===== config.mk =====
export PLATFORM = sky130hd
export DESIGN_NAME = dual_prefetch_agu
export DESIGN_NICKNAME = d
export VERILOG_FILES = /design/src/rtl/agu_pkg.sv /design/src/rtl/agu_range_chk.sv /design/src/rtl/agu_lane.sv /design/src/rtl/dual_prefetch_agu.sv
export SDC_FILE = /design/constraint.sdc
export NUM_CORES = 1
export LEC_CHECK = 0
export ABC_AREA = 1
export CORE_MARGIN = 5
export CORE_UTILIZATION = 25
export DETAILED_ROUTE_END_ITERATION = 10
export DONT_BUFFER_PORTS = 1
export PLACE_DENSITY = 0.44
export SLEW_MARGIN = 0
export SYNTH_ARGS = -nofsm -noshare
export SYNTH_HDL_FRONTEND = slang
export SYNTH_HIERARCHICAL = 1
export SYNTH_SLANG_ARGS = --single-unit

===== constraint.sdc =====
create_clock -name clk_i -period 0.8 [get_ports clk_i]
set_input_delay 0 -clock clk_i [delete_from_list [all_inputs] [get_ports clk_i]]
set_output_delay 0 -clock clk_i [all_outputs]
set_load 0.01 [all_outputs]

===== src/rtl/agu_pkg.sv =====
package agu_pkg;
  typedef enum logic [2:0] {
    MOD_NONE = 3'b000,
    MOD_P2   = 3'b001,
    MOD_P4   = 3'b010,
    MOD_P6   = 3'b011,
    MOD_IDX  = 3'b100,
    MOD_M2   = 3'b101,
    MOD_M4   = 3'b110,
    MOD_M6   = 3'b111
  } mod_e;

  localparam int unsigned NLANE = 2;
  localparam int unsigned SEL_W = 2;
endpackage


===== src/rtl/agu_range_chk.sv =====
module agu_range_chk #(
  parameter int unsigned AW = 16
) (
  input  logic [AW-1:0] addr_i,
  input  logic [AW-1:0] lo_i,
  input  logic [AW-1:0] hi_i,
  output logic          ok_o
);
  assign ok_o = (addr_i >= lo_i) && (addr_i <= hi_i);
endmodule


===== src/rtl/agu_lane.sv =====
module agu_lane
  import agu_pkg::*;
#(
  parameter int unsigned AW      = 16,
  parameter bit          PAIR_HI = 1'b0
) (
  input  logic [SEL_W-1:0] sel_i,
  input  mod_e             mod_i,
  input  logic [AW-1:0]    ptr_i,
  input  logic [AW-1:0]    off_i,
  input  logic [AW-1:0]    lo_i,
  input  logic [AW-1:0]    hi_i,
  output logic [AW-1:0]    ea_o,
  output logic [AW-1:0]    nxt_o,
  output logic             wb_req_o,
  output logic             range_ok_o,
  output logic             mode_ok_o
);
  logic          is_idx;
  logic [AW-1:0] mag;
  logic          ea_ok, nxt_ok;

  assign is_idx   = (mod_i == MOD_IDX);
  assign mag      = {{(AW-3){1'b0}}, mod_i[1:0], 1'b0};
  assign nxt_o    = mod_i[2] ? (ptr_i - mag) : (ptr_i + mag);
  assign ea_o     = is_idx ? (ptr_i + off_i) : ptr_i;
  assign wb_req_o = !is_idx && (mod_i[1:0] != 2'b00);

  agu_range_chk #(.AW(AW)) u_ea_chk (
    .addr_i(ea_o), .lo_i(lo_i), .hi_i(hi_i), .ok_o(ea_ok)
  );
  agu_range_chk #(.AW(AW)) u_nxt_chk (
    .addr_i(nxt_o), .lo_i(lo_i), .hi_i(hi_i), .ok_o(nxt_ok)
  );

  // post-modified value must also stay in space
  assign range_ok_o = ea_ok && (!wb_req_o || nxt_ok);
  // pair selected by index msb; indexed only on odd member
  assign mode_ok_o  = (sel_i[1] == PAIR_HI) && (!is_idx || sel_i[0]);
endmodule


===== src/rtl/dual_prefetch_agu.sv =====
module dual_prefetch_agu
  import agu_pkg::*;
#(
  parameter int unsigned AW = 16
) (
  input  logic          clk_i,
  input  logic          rst_ni,
  input  logic          valid_i,
  input  logic [1:0]    x_sel_i,
  input  logic [2:0]    x_mod_i,
  input  logic [AW-1:0] x_ptr_i,
  input  logic [1:0]    y_sel_i,
  input  logic [2:0]    y_mod_i,
  input  logic [AW-1:0] y_ptr_i,
  input  logic [AW-1:0] idx_off_i,
  input  logic [AW-1:0] x_lo_i,
  input  logic [AW-1:0] x_hi_i,
  input  logic [AW-1:0] y_lo_i,
  input  logic [AW-1:0] y_hi_i,
  output logic          valid_o,
  output logic [AW-1:0] x_ea_o,
  output logic [AW-1:0] y_ea_o,
  output logic [AW-1:0] x_wb_o,
  output logic          x_wb_en_o,
  output logic [1:0]    x_wb_sel_o,
  output logic [AW-1:0] y_wb_o,
  output logic          y_wb_en_o,
  output logic [1:0]    y_wb_sel_o,
  output logic          err_bounds_o,
  output logic          err_mode_o
);
  logic [SEL_W-1:0] sel_a  [NLANE];
  mod_e             mod_a  [NLANE];
  logic [AW-1:0]    ptr_a  [NLANE];
  logic [AW-1:0]    lo_a   [NLANE];
  logic [AW-1:0]    hi_a   [NLANE];
  logic [AW-1:0]    ea_a   [NLANE];
  logic [AW-1:0]    nxt_a  [NLANE];
  logic [NLANE-1:0] wbr_a, rok_a, mok_a;

  assign sel_a[0] = x_sel_i;       assign sel_a[1] = y_sel_i;
  assign mod_a[0] = mod_e'(x_mod_i); assign mod_a[1] = mod_e'(y_mod_i);
  assign ptr_a[0] = x_ptr_i;       assign ptr_a[1] = y_ptr_i;
  assign lo_a[0]  = x_lo_i;        assign lo_a[1]  = y_lo_i;
  assign hi_a[0]  = x_hi_i;        assign hi_a[1]  = y_hi_i;

  for (genvar g = 0; g < NLANE; g++) begin : g_lane
    agu_lane #(.AW(AW), .PAIR_HI(g != 0)) u_lane (
      .sel_i(sel_a[g]), .mod_i(mod_a[g]), .ptr_i(ptr_a[g]), .off_i(idx_off_i),
      .lo_i(lo_a[g]), .hi_i(hi_a[g]), .ea_o(ea_a[g]), .nxt_o(nxt_a[g]),
      .wb_req_o(wbr_a[g]), .range_ok_o(rok_a[g]), .mode_ok_o(mok_a[g])
    );
  end

  logic all_ok;
  assign all_ok = (&rok_a) && (&mok_a);

  always_ff @(posedge clk_i or negedge rst_ni) begin
    if (!rst_ni) begin
      valid_o      <= 1'b0;
      x_ea_o       <= '0;
      y_ea_o       <= '0;
      x_wb_o       <= '0;
      y_wb_o       <= '0;
      x_wb_sel_o   <= '0;
      y_wb_sel_o   <= '0;
      x_wb_en_o    <= 1'b0;
      y_wb_en_o    <= 1'b0;
      err_bounds_o <= 1'b0;
      err_mode_o   <= 1'b0;
    end else begin
      valid_o      <= valid_i;
      x_wb_en_o    <= valid_i && wbr_a[0] && all_ok;
      y_wb_en_o    <= valid_i && wbr_a[1] && all_ok;
      err_bounds_o <= valid_i && !(&rok_a);
      err_mode_o   <= valid_i && !(&mok_a);
      if (valid_i) begin
        x_ea_o     <= ea_a[0];
        y_ea_o     <= ea_a[1];
        x_wb_o     <= nxt_a[0];
        y_wb_o     <= nxt_a[1];
        x_wb_sel_o <= x_sel_i;
        y_wb_sel_o <= y_sel_i;
      end
    end
  end

  assert_mode_flag_R2: assert property (@(posedge clk_i) disable iff (!rst_ni)
    valid_i && (x_sel_i[1] || !y_sel_i[1]) |=> err_mode_o);
  assert_wb_moves_R4: assert property (@(posedge clk_i) disable iff (!rst_ni)
    x_wb_en_o |-> (x_wb_o != x_ea_o));
  assert_idx_nowb_R5: assert property (@(posedge clk_i) disable iff (!rst_ni)
    valid_i && (x_mod_i == 3'b100) |=> !x_wb_en_o);
  assert_idx_w8_R6: assert property (@(posedge clk_i) disable iff (!rst_ni)
    valid_i && (x_mod_i == 3'b100) && (x_sel_i == 2'd0) |=> err_mode_o);
  assert_err_blocks_R8: assert property (@(posedge clk_i) disable iff (!rst_ni)
    (err_bounds_o || err_mode_o) |-> (!x_wb_en_o && !y_wb_en_o));
  assert_valid_lat_R9: assert property (@(posedge clk_i) disable iff (!rst_ni)
    valid_i |=> valid_o);
  assert_idle_quiet_R9: assert property (@(posedge clk_i) disable iff (!rst_ni)
    !valid_i |=> (!valid_o && !x_wb_en_o && !y_wb_en_o && !err_bounds_o));
endmodule


**Yosys cells after proc, flatten, opt, wreduce, memory -nomap -nowiden**

Index checks and enable logic that the tools add are counted.

- Muxes and demuxes: 4
- Reduce and logical (&&, ||, !) cells: 31
- Add/sub/neg operators: 6
- Bitwise logic cells: 1
- Order comparisons: 8
- Equal/unequal tests: 2

Operators by type and width:

| kind | count |
|---|---|
| >= comparator 16 bit | 4 |
| less-or-equal comparator 16 bit | 4 |
| two-way mux 16 bit | 4 |
| adder 16 bit | 2 |
| adder 16 x 3 -> 16 bit | 2 |
| subtractor 16 x 3 -> 16 bit | 2 |
| logical AND 1 bit | 17 |
| == test 3 bit (second input constant) | 2 |
| zero test 1 bit | 6 |
| logical OR 1 bit | 4 |
| AND reduction 2 bit | 2 |
| nonzero test 2 bit | 2 |
| inverter 1 bit | 1 |

- Bits in registers: 73
- Input bits: 125
- Output and inout bits: 73

**Logic depth before layout (Yosys ltp)**

Gate-level depths: netlist of the first run.

- Depth in word-level cells: 9
- Depth in mapped cells: 27
- Gate-level depth less buffers: 27

**Modules after synthesis**

The synthesis of the first run kept the hierarchy.

By module, submodules not included:

| module | cells an instance | instances | area each (µm²) | seq. area each (µm²) |
|---|---|---|---|---|
| agu_range_chk | 140 | 4 | 855.8 | 0.0 |
| dual_prefetch_agu | 304 | 1 | 2763.9 | 1826.8 |
| agu_lane (g_lane[1].u_lane) | 356 | 1 | 1891.8 | 0.0 |
| agu_lane (g_lane[0].u_lane) | 354 | 1 | 1890.6 | 0.0 |

**Worst setup path before layout of the first run**

OpenSTA, ideal clock, no wires.

- Kind: input to register
- Start point: input port y_mod_i[0]
- End point: register x_wb_en_o
- Setup time: 115 ps
- Setup slack: -2069 ps
- Arrival time: 2754 ps
- Stages on the path: 24
- Cells stage by stage: inv_1 > ha_1 > nor2_1 > inv_1 > ha_1 > a21oi_1 > nand2_1 > nand2_1 > nand2_1 > a21oi_1 > xor2_1 > ha_1 > nand2_1 > o21bai_1 > a21oi_1 > nor2_1 > nand2_1 > nand2_1 > inv_1 > o21a_1 > nand2_1 > inv_1 > nand2_1 > nor2_1

RTL lines:

| what | RTL line | source |
|---|---|---|
| start: declaration | dual_prefetch_agu.sv:13 | `input logic [2:0] y_mod_i,` |
| end signal: assignment | dual_prefetch_agu.sv:73 | `x_wb_en_o <= valid_i && wbr_a[0] && all_ok;` |
| end: declaration | dual_prefetch_agu.sv:24 | `output logic x_wb_en_o,` |

==> metrics.md, run 1 <==
| Metric | Value |
|---|---|
| Area share of the largest cell type after synthesis | `0.243` |
| Critical path data required time | `1.06 ns` |
| Cell Rows | `73` |
| Post-synthesis sequential area ratio | `0.183` |
| Worst slew margin | `0.796` |
| Period utilisation layout | `3.31` |
| Starting Density | `0.252` |
| Reg-to-reg critical path startpoint | `y_ea_o[7]` |
| WS Path Type | `in -> reg` |
| Status | `complete, but fails checks` |
| Root Buffer | `clkbuf_16` |
| Leading area contributor after synthesis | `ha_1` |
| Die area | `44000 sq um` |
| Max-cap viol count | `0` |
| Final hold slack | `-0.674 ns` |
| R2r endpoint | `y_ea_o[7]` |
| Pwr/cell area | `1340 nW/um^2` |
| I/O pin cnt | `198` |
| Setup TNS | `-33.62 ns` |
| Buf/Inv on CP | `9` |
| Synth warnings | `6` |
| CTS clk-pin slew, worst paths | `0.06 ns` |
| Post-Syn Area | `9970 sq um` |
| Unrepaired setup endpoints after global routing | `yes` |
| Slew Limit Fails | `0` |
| Synth Area per Inst | `6.33 sq um` |
| WP data arrival | `2.91 ns` |
| Die W | `210 um` |
| Antenna viol nets, final | `0` |
| Final setup fails | `115` |
| Area grow syn2layout | `64.2%` |
| Most frequent cells in the layout | `nand2_1 (442), inv_1 (245), buf_4 (179)` |
| Initial antenna violation count | `0` |
| Multi-input logic area | `9460 sq um` |
| Clock skew | `0 ns` |
| FILL cells | `4067` |
| Commonest non-fill, non-tap cell in the layout | `nand2_1` |
| Maximum vdd ir drop | `1.16 mV` |
| Total core area | `39500 sq um` |
| Slew @ Worst Pin | `0.304 ns` |
| Remaining global-route overflow | `0` |
| Clock Latency Late Sink | `0.37 ns` |
| Achievable clock frequency | `378 MHz` |
| R2R cell count | `4` |
| Post-DR wirelength/cell | `15.9 um` |
| Failing checks | `negative hold slack, negative setup slack` |
| Via Count | `10654` |
| Post-synth cell types | `37` |
| Top delay family on crit path | `simple AND/OR/NAND/NOR gates` |
| Total GRT Usage | `0.169` |
| Clock Sinks | `73` |
| Register area | `1830 sq um` |
| Remaining routing DRC violations | `0` |
| Leakage | `8.65 nW` |
| Largest net degree at the start of global routing | `74` |
| Crit. End Element | `register` |
| Final WS setup | `-1.85 ns` |
| CP Launch Type | `input pin` |
| Most frequent CP cell | `nand2_1` |
| Initial DRC count | `407` |
| Worst reg2reg setup slack | `-0.04 ns` |
| GP Congestion | `0.864` |
| CP max FO | `7` |
| Cells after Synth | `1574` |
| I/O Buffers | `0` |
| Post-Syn Nets | `1897` |
| Period minus WS final | `2.65 ns` |
| Max incr delay on CP | `0.28 ns` |
| Die Y-Extent | `210 um` |
| Final WL | `38.3 mm` |
| Final hold viol count | `142` |
| Synth Register Bits | `73` |
| Hold Crit Class | `in -> async` |
| Antenna cells | `0` |
| Fin nets | `2205` |
| DRT Pass-1 Iters | `5` |
| H-Tree Level Count | `3` |
| Crit-path slowest cell | `ha_1` |
| CTS max path bufs | `2` |
| Vias in the first global route | `10481` |
| Hpwl dp | `31.3 mm` |
| First-pass GRT wire length | `58.0 mm` |
| Synth area leaders | `ha_1 (24%), nand2_1 (23%), dfrtp_1 (18%)` |
| CTS Buf Count | `9` |
| CTS tree | `done` |
| Share of layout cells above drive strength 1 | `0.411` |
| Drt via density | `4.42` |
-- stage by stage --
stage,power [mW],setup slack (ns),util,cell area [sq um],std cells
3_5_place_dp,14.9,-2.28,0.335,13300,2324
6_report,21.9,-1.85,0.414,16400,2412
5_1_grt,23.8,-2.06,0.414,16400,2412
2_1_floorplan,10.9,-1.82,-,10900,1574
4_1_cts,20.7,-1.77,0.380,15000,2382
3_3_place_gp,14.8,-2.33,0.335,13300,2324
-- power breakdown --
group          switching, mW  internal (mW)  total [mW]
Clock                   1.75           2.08        3.83
Combinational           6.58           6.83        13.4
Sequential             0.439           4.22        4.66
Total                   8.77           13.1        21.9
-- layer usage --
layer | GRT usage | up-vias | wire (um) | part of all wire
met4 | 0.0576 | 0 | 1050 | 0.027
met3 | 0.0405 | 42 | 2050 | 0.053
li1 | - | 5541 | - | -
met1 | 0.211 | 4884 | 16900 | 0.44
met5 | 0 | - | 0 | 0
met2 | 0.285 | 187 | 18300 | 0.48
-- what timing repair did --
item	in CTS	in global routing
buffers inserted	46	52
hold endpoints to repair	145	143
endpoints found under the setup margin	132	140
hold buffers	8	1
cloned	2	1
pin swaps	147	194
resized for setup	278	265
-- flip-flops by register name, indices dropped and copies added, names as in the netlist, 2 cells and up --
register    flops
y_ea_o         16
x_ea_o         16
y_wb_o         16
y_wb_sel_o      2
x_wb_o         16
x_wb_sel_o      2
-- worst max path at each step --
stage          slack [ns]  cells after the start  startpoint   endpoint
2_1_floorplan       -1.82                     25  y_mod_i[1]  x_wb_en_o
3_3_place_gp        -2.33                     22  x_mod_i[1]  x_wb_en_o
3_5_place_dp        -2.28                     25  x_mod_i[0]  y_wb_en_o
4_1_cts             -1.77                     24  x_mod_i[0]  y_wb_en_o
5_1_grt             -2.06                     26  y_mod_i[1]  y_wb_en_o
6_report            -1.85                     27  y_mod_i[1]  y_wb_en_o
-- cell type report --
type                            instances  share of cell area
Timing Repair inverter                  2             0.00107
Multi-Input combinational cell       1191               0.578
Sequential cell                        73               0.112
Inverter                              289              0.0734
Clock inverter                          4             0.00122
Tap cell                              525              0.0401
Timing Repair Buffer                  316               0.180
Clock buffer                           12              0.0144
-- Yosys cell counts --
| master | number |
|---|---|
| o21bai_1 | 8 |
| a31oi_1 | 6 |
| fa_1 | 4 |
| o22ai_1 | 2 |
| nand3_1 | 68 |
| nor2_1 | 72 |
| buf_4 | 5 |
| and2_4 | 2 |
| o21ai_1 | 8 |
| nor3_2 | 4 |
| o21ai_0 | 16 |
| nand2_1 | 615 |
| nor2_2 | 4 |
| clkbuf_1 | 2 |
| nand4_1 | 15 |
| or2_2 | 1 |
| o21ai_2 | 1 |
| xnor2_1 | 14 |
| inv_4 | 1 |
| or2_1 | 5 |
| ha_1 | 194 |
| a21oi_2 | 2 |
| dfrtp_1 | 73 |
| inv_1 | 278 |
| xor2_1 | 13 |
| and2_1 | 1 |
| a21oi_1 | 85 |
| nand3b_1 | 6 |
| o21a_1 | 7 |
| inv_2 | 10 |
| a21o_1 | 5 |
| nand3_2 | 2 |
| nand2_2 | 13 |
| or2_0 | 4 |
| nor3_1 | 14 |
| buf_2 | 7 |
| buf_6 | 7 |
-- worst reg2reg max path: stages (launching register included) --
cell,delay (ns)
dfrtp_1,0.39
buf_4,0.14
buf_4,0.12
nand2_1,0.05
nand2_1,0.04
-- cell families (layout without fill, tap and decap cells) --
| group | Yosys count | count (layout) | synth area share |
|---|---|---|---|
| AOI/OAI and AO/OA | 140 | 140 | 0.0774 |
| xor gates and xnor gates | 27 | 27 | 0.0237 |
| adders and majority gates | 198 | 198 | 0.252 |
| buffers and inverters | 310 | 623 | 0.125 |
| DFF | 73 | 73 | 0.183 |
| and+or+nand+nor | 826 | 826 | 0.339 |
Power figures use the tool's default switching activity.
==> run 2: changes to the inputs <==
- CORE_MARGIN: 5 -> default
- CORE_UTILIZATION: 25 -> 56
- PLACE_DENSITY: 0.44 -> 0.78
==> metrics.md, run 2 (synthesis results as in run 1) <==
| Metric | Value |
|---|---|
| Status | `complete, but fails checks` |
| Failing checks | `negative hold slack, negative setup slack` |
| Vias in the first global route | `10970` |
| Most frequent CP cell | `nand2_1` |
| Clock Latency Late Sink | `0.34 ns` |
| Worst slew margin | `0.776` |
| First-pass GRT wire length | `53.8 mm` |
| Post-DR wirelength/cell | `21.3 um` |
| Slew @ Worst Pin | `0.334 ns` |
| CTS max path bufs | `2` |
| Cell Rows | `48` |
| Leakage | `8.21 nW` |
| CTS Buf Count | `9` |
| Met3 Use GR | `0.0988` |
| Total GRT Usage | `0.377` |
| Period minus WS final | `3.18 ns` |
| Final WS setup | `-2.38 ns` |
| CTS Hold Bufs | `10` |
| Gr busiest metal | `met2` |
| I/O Buffers | `0` |
| Root Buffer | `clkbuf_16` |
| Final hold slack | `-0.654 ns` |
| Die area | `18300 sq um` |
| Antenna viol nets, final | `0` |
| GR Layer Usage met1 | `0.455` |
| Achievable clock frequency | `314 MHz` |
| Period utilisation layout | `3.98` |
| Final setup fails | `80` |
| Drt via density | `6.00` |
| H-Tree Level Count | `3` |
| Hold Crit Class | `in -> async` |
| WP data arrival | `3.44 ns` |
| Max-cap viol count | `0` |
| I/O pin cnt | `198` |
| CP Launch Type | `input pin` |
| Antenna cells | `0` |
| CP max FO | `7` |
| Die Y-Extent | `135 um` |
| Final Util | `0.869` |
| Setup TNS | `-37.15 ns` |
| Via Count | `12184` |
| Hpwl dp | `26.3 mm` |
| CTS clk-pin slew, worst paths | `0.06 ns` |
| Unrepaired setup endpoints after global routing | `yes` |
| Share of layout cells above drive strength 1 | `0.358` |
| Clock Sinks | `73` |
| Clock skew | `0 ns` |
| GRT met2 Usage | `0.628` |
| Initial antenna violation count | `1` |
| Initial DRC count | `1369` |
| Critical path data required time | `1.06 ns` |
| Slew Limit Fails | `0` |
| WS Path Type | `in -> reg` |
| CTS tree | `done` |
| Pwr Total | `22.3 mW` |
| Crit. End Element | `register` |
| Commonest non-fill, non-tap cell in the layout | `nand2_1` |
| Fin nets | `2125` |
| Crit-path slowest cell | `ha_1` |
| Pwr/cell area | `1480 nW/um^2` |
| Area grow syn2layout | `51.3%` |
| Die W | `135 um` |
| Most frequent cells in the layout | `nand2_1 (460), inv_1 (257), buf_4 (144)` |
| Remaining routing DRC violations | `0` |
| Remaining global-route overflow | `0` |
| Starting Density | `0.574` |
| Worst reg2reg setup slack | `0.02 ns` |
| Max incr delay on CP | `0.34 ns` |
| Final WL | `43.2 mm` |
| Largest net degree at the start of global routing | `74` |
| Total core area | `17400 sq um` |
| Final hold viol count | `142` |
| GP Congestion | `0.958` |
| Maximum vdd ir drop | `1.37 mV` |
| DRT Pass-1 Iters | `8` |
| Setup WS pre-CTS | `-2.26 ns` |
## run 2: changes by cell type in the layout (fill, tap and decap cells not counted), sizes merged
cell	delta
buf	-80
bufinv	+1
clkbuf	-2
clkinv	-3
clkinvlp	+2
dlygate4sd3	+1
dlymetal6s4s	+1
inv	-1
## run 2: worst max-delay path: cells and delay by family
kind                     cells  cell delay [ns]
AND/OR/NAND/NOR             14             1.44
adder cells (fa/ha/maj)      3             0.73
AO/OA/AOI/OAI                4             0.78
buffers and inverters        6             0.50
## run 2: layout make-up
| cell class | instances | area (sq um) |
|---|---|---|
| clock buffer | 11 | 243 |
| clock inverter | 4 | 53.8 |
| fill | 858 | 2270 |
| inverter | 289 | 1180 |
| multi-input combinational | 1191 | 9320 |
| sequential | 73 | 1830 |
| tap | 225 | 282 |
| timing repair buffer | 237 | 2170 |
| timing repair inverter | 1 | 8.76 |
## run 2: through the flow
stage                     cell area, sq um  instances
after CTS                            14000       2014
final                                15100       2031
after detailed placement             12500       1971
after global placement               12500       1971
after global routing                 15100       2031
after floorplan                      10900       1574
## run 2: path summary, 6_finish.rpt
| check | depth (start not counted) | startpoint | end |
|---|---|---|---|
| max | 27 | y_mod_i[1] | x_wb_en_o |
| min | 0 | rst_ni | x_wb_o[12] |
| max reg2reg | 3 | y_ea_o[12] | y_ea_o[12] |
| min reg2reg | 2 | x_ea_o[11] | x_ea_o[11] |
| max in group asynchronous | 0 | rst_ni | y_ea_o[9] |
| min in group clk_i | 0 | valid_i | valid_o |
## run 2: power breakdown
group | internal [mW] | leakage (nW) | switching [mW]
clock network | 2.49 | 0.138 | 1.67
logic | 6.08 | 7.17 | 7.20
registers | 4.22 | 0.895 | 0.610
total | 12.8 | 8.21 | 9.48
## run 2: metal layers
metal  up-vias  share of wire
li1       5379              -
met1      5592           0.35
met4         2          0.077
met3       326           0.12
met5         -        0.00037
met2       885           0.45
## run 2: timing repair
item	CTS	global route
gates cloned	0	1
endpoints found under the setup margin	80	83
hold endpoints to repair	145	142
pin swaps	104	115
buffers inserted	27	36
gates resized for setup	220	218
